`src/rtl/clkmgr_safe_pkg.sv`:
```
// Package: register addresses and domain indices shared by the safe-mode
// controller and its submodules. Assumes a byte-free word address space.
package clkmgr_safe_pkg;
    localparam int N_DOM    = 2;
    localparam int DOM_NORM = 0;
    localparam int DOM_DBG  = 1;
    localparam int ADDR_W   = 3;
    localparam logic [ADDR_W-1:0] A_CTRL = 3'd0;
    localparam logic [ADDR_W-1:0] A_STS  = 3'd1;
    localparam logic [ADDR_W-1:0] A_GATE = 3'd2;
    localparam logic [ADDR_W-1:0] A_NCFG = 3'd3;
    localparam logic [ADDR_W-1:0] A_DCFG = 3'd4;
endpackage

```
`src/rtl/clkmgr_safe_regs.sv`:
```
// Stored settings: warm-response enables, gate enables and the two generator
// configuration words. Assumes cold_rst is a single-cycle synchronous event;
// warm reset and safe requests never touch these registers.
module clkmgr_safe_regs
    import clkmgr_safe_pkg::*;
#(
    parameter int DATA_W = 32,
    parameter int NG     = 4,
    parameter int DG     = 2,
    parameter int CFG_W  = 8
) (
    input  logic              clk,
    input  logic              rst_n,
    input  logic              cold_rst,
    input  logic              warm_rst,
    input  logic              safe_req,
    input  logic              wr_en,
    input  logic [ADDR_W-1:0] addr,
    input  logic [DATA_W-1:0] wdata,
    output logic [N_DOM-1:0]  warm_en,
    output logic [NG+DG-1:0]  gate_q,
    output logic [CFG_W-1:0]  ncfg_q,
    output logic [CFG_W-1:0]  dcfg_q
);
    localparam int GW = NG + DG;

    logic unused_wbits;
    assign unused_wbits = ^wdata;

    // Control register: warm-response enables, default on.
    always_ff @(posedge clk) begin
        if (!rst_n || cold_rst)            warm_en <= '1;
        else if (wr_en && addr == A_CTRL)  warm_en <= wdata[N_DOM-1:0];
    end

    // Gate-enable register for software-managed clocks, default off.
    always_ff @(posedge clk) begin
        if (!rst_n || cold_rst)            gate_q <= '0;
        else if (wr_en && addr == A_GATE)  gate_q <= wdata[GW-1:0];
    end

    // Generator configuration words, one per domain.
    always_ff @(posedge clk) begin
        if (!rst_n || cold_rst) begin
            ncfg_q <= '0;
            dcfg_q <= '0;
        end else if (wr_en) begin
            if (addr == A_NCFG) ncfg_q <= wdata[CFG_W-1:0];
            if (addr == A_DCFG) dcfg_q <= wdata[CFG_W-1:0];
        end
    end

    // warm reset leaves the enables untouched
    p_warm_keeps_en_r7: assert property (@(posedge clk) disable iff (!rst_n)
        (warm_rst && !cold_rst && !(wr_en && addr == A_CTRL)) |=> $stable(warm_en));

    // a safe request alone never alters stored settings
    p_req_keeps_cfg_r5: assert property (@(posedge clk) disable iff (!rst_n)
        (safe_req && !cold_rst && !wr_en) |=> ($stable(ncfg_q) && $stable(dcfg_q) && $stable(gate_q)));
endmodule

```
`src/rtl/clkmgr_safe_status.sv`:
```
// Sticky per-domain safe flags. Set by cold reset, safe request or an enabled
// warm reset; cleared only by a write-1-to-clear to the status address.
// Set takes priority over clear in the same cycle.
module clkmgr_safe_status
    import clkmgr_safe_pkg::*;
(
    input  logic              clk,
    input  logic              rst_n,
    input  logic              cold_rst,
    input  logic              warm_rst,
    input  logic              safe_req,
    input  logic [N_DOM-1:0]  warm_en,
    input  logic              wr_en,
    input  logic [ADDR_W-1:0] addr,
    input  logic [N_DOM-1:0]  wbits,
    output logic [N_DOM-1:0]  safe_q
);
    logic sts_wr;
    assign sts_wr = wr_en && (addr == A_STS);

    for (genvar d = 0; d < N_DOM; d++) begin : g_dom
        logic set_d, clr_d;
        assign set_d = cold_rst || safe_req || (warm_rst && warm_en[d]);
        assign clr_d = sts_wr && wbits[d];

        // One sticky flag per domain, set dominant.
        always_ff @(posedge clk) begin
            if (!rst_n)      safe_q[d] <= 1'b1;
            else if (set_d)  safe_q[d] <= 1'b1;
            else if (clr_d)  safe_q[d] <= 1'b0;
        end

        // only a software clear can drop the flag
        p_sticky_r4: assert property (@(posedge clk) disable iff (!rst_n)
            (safe_q[d] && !(sts_wr && wbits[d])) |=> safe_q[d]);
        // enabled warm reset sets the flag
        p_warm_sets_r6: assert property (@(posedge clk) disable iff (!rst_n)
            (warm_rst && warm_en[d]) |=> safe_q[d]);
        // a set in the same cycle as a clear wins
        p_set_wins_r9: assert property (@(posedge clk) disable iff (!rst_n)
            ((safe_req || cold_rst) && sts_wr && wbits[d]) |=> safe_q[d]);
    end

    // cold reset and safe request set every domain
    p_req_all_r3: assert property (@(posedge clk) disable iff (!rst_n)
        (safe_req || cold_rst) |=> (safe_q == '1));
endmodule

```
`src/rtl/clkmgr_safe_mask.sv`:
```
// Output forcing for one domain: while safe, the configuration word is
// replaced by SAFE_CFG, gates are held off and the bypass select is raised.
// Assumes the stored inputs come straight from registers.
module clkmgr_safe_mask #(
    parameter int                 CFG_W    = 8,
    parameter int                 GATES    = 4,
    parameter logic [CFG_W-1:0]   SAFE_CFG = '0
) (
    input  logic             safe,
    input  logic [CFG_W-1:0] cfg_in,
    input  logic [GATES-1:0] gate_in,
    output logic [CFG_W-1:0] cfg_out,
    output logic [GATES-1:0] gate_out,
    output logic             bypass
);
    // Select stored or forced values for this domain.
    always_comb begin
        bypass   = safe;
        cfg_out  = safe ? SAFE_CFG : cfg_in;
        gate_out = safe ? '0 : gate_in;
    end
endmodule

```
`src/rtl/clkmgr_safe_ctrl.sv`:
```
// Top of the safe-mode controller: register file, sticky safe flags, per-domain
// output forcing and a combinational read mux. Synchronous active-low reset
// acts as a cold reset. Reads return current state in the same cycle.
module clkmgr_safe_ctrl
    import clkmgr_safe_pkg::*;
#(
    parameter int               DATA_W   = 32,
    parameter int               NG       = 4,
    parameter int               DG       = 2,
    parameter int               CFG_W    = 8,
    parameter logic [CFG_W-1:0] SAFE_CFG = '0
) (
    input  logic              clk,
    input  logic              rst_n,
    input  logic              cold_rst,
    input  logic              warm_rst,
    input  logic              safe_req,
    input  logic              rd_en,
    input  logic              wr_en,
    input  logic [2:0]        addr,
    input  logic [DATA_W-1:0] wdata,
    output logic [DATA_W-1:0] rdata,
    output logic [CFG_W-1:0]  norm_cfg_o,
    output logic [CFG_W-1:0]  dbg_cfg_o,
    output logic [NG-1:0]     norm_gate_o,
    output logic [DG-1:0]     dbg_gate_o,
    output logic              norm_bypass_o,
    output logic              dbg_bypass_o
);
    localparam int GW = NG + DG;

    logic [N_DOM-1:0] warm_en;
    logic [N_DOM-1:0] safe_q;
    logic [GW-1:0]    gate_q;
    logic [CFG_W-1:0] ncfg_q, dcfg_q;

    clkmgr_safe_regs #(.DATA_W(DATA_W), .NG(NG), .DG(DG), .CFG_W(CFG_W)) u_regs (
        .clk(clk), .rst_n(rst_n), .cold_rst(cold_rst), .warm_rst(warm_rst),
        .safe_req(safe_req), .wr_en(wr_en), .addr(addr), .wdata(wdata),
        .warm_en(warm_en), .gate_q(gate_q), .ncfg_q(ncfg_q), .dcfg_q(dcfg_q)
    );

    clkmgr_safe_status u_status (
        .clk(clk), .rst_n(rst_n), .cold_rst(cold_rst), .warm_rst(warm_rst),
        .safe_req(safe_req), .warm_en(warm_en), .wr_en(wr_en), .addr(addr),
        .wbits(wdata[N_DOM-1:0]), .safe_q(safe_q)
    );

    clkmgr_safe_mask #(.CFG_W(CFG_W), .GATES(NG), .SAFE_CFG(SAFE_CFG)) u_mask_norm (
        .safe(safe_q[DOM_NORM]), .cfg_in(ncfg_q), .gate_in(gate_q[NG-1:0]),
        .cfg_out(norm_cfg_o), .gate_out(norm_gate_o), .bypass(norm_bypass_o)
    );

    clkmgr_safe_mask #(.CFG_W(CFG_W), .GATES(DG), .SAFE_CFG(SAFE_CFG)) u_mask_dbg (
        .safe(safe_q[DOM_DBG]), .cfg_in(dcfg_q), .gate_in(gate_q[GW-1:NG]),
        .cfg_out(dbg_cfg_o), .gate_out(dbg_gate_o), .bypass(dbg_bypass_o)
    );

    // Read mux over current register state; zero when idle or unmapped.
    always_comb begin
        rdata = '0;
        if (rd_en) begin
            case (addr)
                A_CTRL:  rdata[N_DOM-1:0] = warm_en;
                A_STS:   rdata[N_DOM-1:0] = safe_q;
                A_GATE:  rdata[GW-1:0]    = gate_q;
                A_NCFG:  rdata[CFG_W-1:0] = ncfg_q;
                A_DCFG:  rdata[CFG_W-1:0] = dcfg_q;
                default: rdata = '0;
            endcase
        end
    end

    // after a cold reset the enables are back at their default
    p_cold_en_r2: assert property (@(posedge clk) disable iff (!rst_n)
        cold_rst |=> (warm_en == '1 && gate_q == '0));
endmodule

```
`config.mk`:
```
export PLATFORM = sky130hd
export DESIGN_NAME = clkmgr_safe_ctrl
export DESIGN_NICKNAME = d
export VERILOG_FILES = /design/src/rtl/clkmgr_safe_pkg.sv /design/src/rtl/clkmgr_safe_regs.sv /design/src/rtl/clkmgr_safe_status.sv /design/src/rtl/clkmgr_safe_mask.sv /design/src/rtl/clkmgr_safe_ctrl.sv
export SDC_FILE = /design/constraint.sdc
export NUM_CORES = 1
export LEC_CHECK = 0
export BUFFER_PORTS_ARGS = -buffer_cell sky130_fd_sc_hd__buf_2
export CORE_MARGIN = 2
export CORE_UTILIZATION = 39
export DETAILED_ROUTE_END_ITERATION = 10
export PLACE_DENSITY = 0.81
export SLEW_MARGIN = 20
export SYNTH_ARGS = -nofsm -noshare
export SYNTH_HDL_FRONTEND = slang
export SYNTH_SLANG_ARGS = --single-unit
```
`constraint.sdc`:
```
create_clock -name clk -period 1.1 [get_ports clk]
set_clock_uncertainty 0.2 [all_clocks]
set_input_delay 0 -clock clk [delete_from_list [all_inputs] [get_ports clk]]
set_output_delay 0 -clock clk [all_outputs]
set_load 0.01 [all_outputs]
```
==> metrics.md <==
| Metric | Value |
|---|---|
| Nets | `318` |
| Cell area after layout | `2560 um2` |
| Worst EP required | `900 ps` |
| Yosys cell types | `31` |
| Worst Path Max Fanout | `2` |
| Ys async rst share | `0%` |
| FP Rows | `23` |
| CTS tree | `done` |
| Final setup vio count | `32` |
| Leading area contributor after synthesis | `dfxtp_1` |
| Placed instance area | `2030 um2` |
| DRC | `0` |
| Max cap viols | `0` |
| Outcome | `complete, but fails checks` |
| Post-Place Worst Slack | `-220 ps` |
| Register area share after synthesis | `31.8%` |
| Pleak | `0.00105 uW` |
| EDFF count, synth | `0` |
| R2R depth | `2` |
| Routed vias/inst | `5.07` |
| Final Max Tran Viols | `0` |
| R2R setup slack | `-20 ps` |
| Crit-path cells | `mux2i_1 -> nor2_1 -> o311a_1 -> buf_2` |
| Post-Synthesis Cells | `188` |
| Total Die Area | `4730 um2` |
| Number of global-route vias before repair | `1556` |
| Failing checks | `hold timing, setup timing` |
| Grt total ovfl | `0` |
| Worst skew pair latency | `280 ps` |
| Fraction of layout cells with a size suffix above 1 | `49.1%` |
| First-pass GRT wire length | `7.52 mm` |
| R2R Path End | `u_status.safe_q[0]` |
| Max stage delay on crit path | `330 ps` |
| WS Path Type | `flip-flop to primary output` |
| Synth Register Bits | `26` |
| Worst path bufs/invs | `1` |
| Via count | `1647` |
| Syn. warnings | `0` |
| FMAX | `648 MHz` |
| WL/cell | `16.9 um` |
| Synth-to-Final Area Change | `56.3%` |
| Port Buffers | `49` |
| Post-route ant nets | `0` |
| TritonRoute pass-1 iters | `4` |
| Hold Violations, Final | `2` |
| Worst EP arrival | `1340 ps` |
| I/O pins | `98` |
| Hold WS | `-166 ps` |
| Slack of the critical path | `-443 ps` |
| Crit path launch type | `flip-flop` |
| Antenna violations before repair | `0` |
| Reg-to-Reg Start | `u_status.safe_q[0]` |
| CTS Root Cell | `clkbuf_8` |
| Clock-pin slew on the worst setup and hold paths | `100 ps` |
| Antenna Cells | `0` |
| Initial Util | `40.7%` |
| CP endpoint kind | `primary output` |
| Crit path max-delay family | `flip-flops` |
| Ranking of synthesized cells by area | `dfxtp_1 32%, nor2b_1 11%, buf_4 11%, mux2i_1 9.8%, nand2_1 4.1%` |
| GP Congestion | `0.851` |
| CTS H-tree depth | `1` |
| Area of the multi-input gates | `1060 um2` |
| Hold WC Path Type | `input pin to flip-flop` |
| CTS max path bufs | `2` |
| Final HPWL DP | `3.25 mm` |
| All-layer global routing usage | `21.6%` |
| Die Width | `68.8 um` |
| Die height | `68.8 um` |
| Setup TNS | `-5570 ps` |
| Tmin final | `1540 ps` |
| Worst hold endpoint | `u_status.safe_q[1]` |
| Fill cells | `309` |
| Initial drt markers | `131` |
| PwrDens | `817 nW/um2` |
| Yosys top cell area share | `31.8%` |
| Crit-path slowest cell | `dfxtp_2` |
| CTS Buf Count | `3` |
| Worst hold stages | `3` |
| CTS Sinks | `26` |
| Final Util | `63.5%` |
| Avg Cell Area, Syn | `8.71 um2` |
| Final period util | `140%` |
| Maximum vdd ir drop | `562 uV` |
| Min-delay src | `safe_req` |
| Core ar. | `4030 um2` |
| Mapped Area | `1640 um2` |
| Post-Route WL | `5.50 mm` |
| Largest net degree at the start of global routing | `25` |
| Top_reg_cell synth | `dfxtp_1` |
| Unrepaired setup endpoints after global routing | `true` |
| Sequential cell area | `546 um2` |
## Yosys cell counts (2+ instances only)
cell and instances:
a22oi_1 4, mux2i_1 16, a211o_1 2, o311a_1 2, nor3_1 2, and4bb_1 2, buf_6 5, dfxtp_1 26
buf_2 2, nand2b_1 2, nand2_1 18, buf_4 24, mux2_2 4, o21ai_0 2, a221o_1 2, inv_1 3
a21oi_1 8, o22ai_1 2, nor2b_1 29, clkbuf_1 4, nor2_1 18, a32oi_1 2
## area by class of cell
| cell class | count | share of cell area (%) |
|---|---|---|
| multi-input cells | 146 | 41.5 |
| repair buffers | 96 | 31.5 |
| flip-flops and latches | 26 | 21.3 |
| well taps | 50 | 2.44 |
| clock buffers | 3 | 1.61 |
| clock inverters | 1 | 1.17 |
| inverters | 3 | 0.440 |
## routing by layer
layer,global-route usage [%],share of wire (%)
met3,3.73,6.2
met5,0,0
met4,8.09,3.2
met1,26.9,39
met2,37.0,51
## power breakdown
group / total, uW / switching, uW / internal [uW]
Combinational: 332 / 181 / 151
Sequential: 950 / 6.16 / 944
Clock: 808 / 321 / 487
## stage by stage
step / power [uW] / hold WS [ps] / cells
6_report: 2090 / -166 / 325
5_1_grt: 2160 / -142 / 325
4_1_cts: 2060 / -169 / 325
3_5_place_dp: 1250 / 59.9 / 306
3_3_place_gp: 1240 / 50.1 / 306
2_1_floorplan: 1200 / -82.1 / 211
## cells in the final DEF, fill, tap and decap left out, drive strengths merged, types with 3 or more instances in the layout
cell type	Yosys	final
buf	32	86
nor2b	29	29
dfxtp	26	26
conb	1	24
nand2	18	18
nor2	18	18
mux2i	16	16
dlygate4sd3	0	9
a21oi	8	8
mux2	4	4
a22oi	4	4
clkbuf	4	4
inv	3	3
## tightest hold or removal path, cell delays in order
cell and delay [ps]:
buf_2 80, or2_2 110, a221o_1 90
## worst max-delay path by stage
stage | depth (start not counted) | end | slack, ps | startpoint
2_1_floorplan | 5 | u_regs.gate_q[0] | 3 | addr[0]
3_3_place_gp | 6 | rdata[5] | -160 | addr[0]
3_5_place_dp | 6 | rdata[4] | -220 | addr[0]
4_1_cts | 4 | rdata[1] | -390 | u_regs.ncfg_q[1]
5_1_grt | 4 | rdata[0] | -510 | u_regs.ncfg_q[0]
6_report | 4 | rdata[0] | -440 | u_regs.ncfg_q[0]
## state kept, by name (all words and copies together), names as in the netlist
register and cells:
u_regs.dcfg_q 8, u_regs.ncfg_q 8, u_regs.gate_q 6, u_regs.warm_en 2
u_status.safe_q 2
## timing repair
| item | 4_1_cts | 5_1_grt |
|---|---|---|
| setup buffers | 6 | 3 |
| gates resized for setup | 40 | 39 |
| endpoints found under the setup margin | 31 | 33 |
| hold buffers | 9 | 1 |
| cloned | 2 | 0 |
| endpoints found under the hold margin | 26 | 6 |
| pin swaps | 4 | 2 |
## kinds of logic (layout without fill, tap and decap cells)
logic type	count (synthesis)	in the layout	share of synthesized area (%)
AND/OR/NAND/NOR	78	78	28.3
buffers and inverters	39	103	16.9
flip-flops	26	26	31.8
AO/OA/AOI/OAI	24	24	10.2
multiplexers	20	20	12.5
other	1	24	0.229
(Power assumes the default switching activity.)
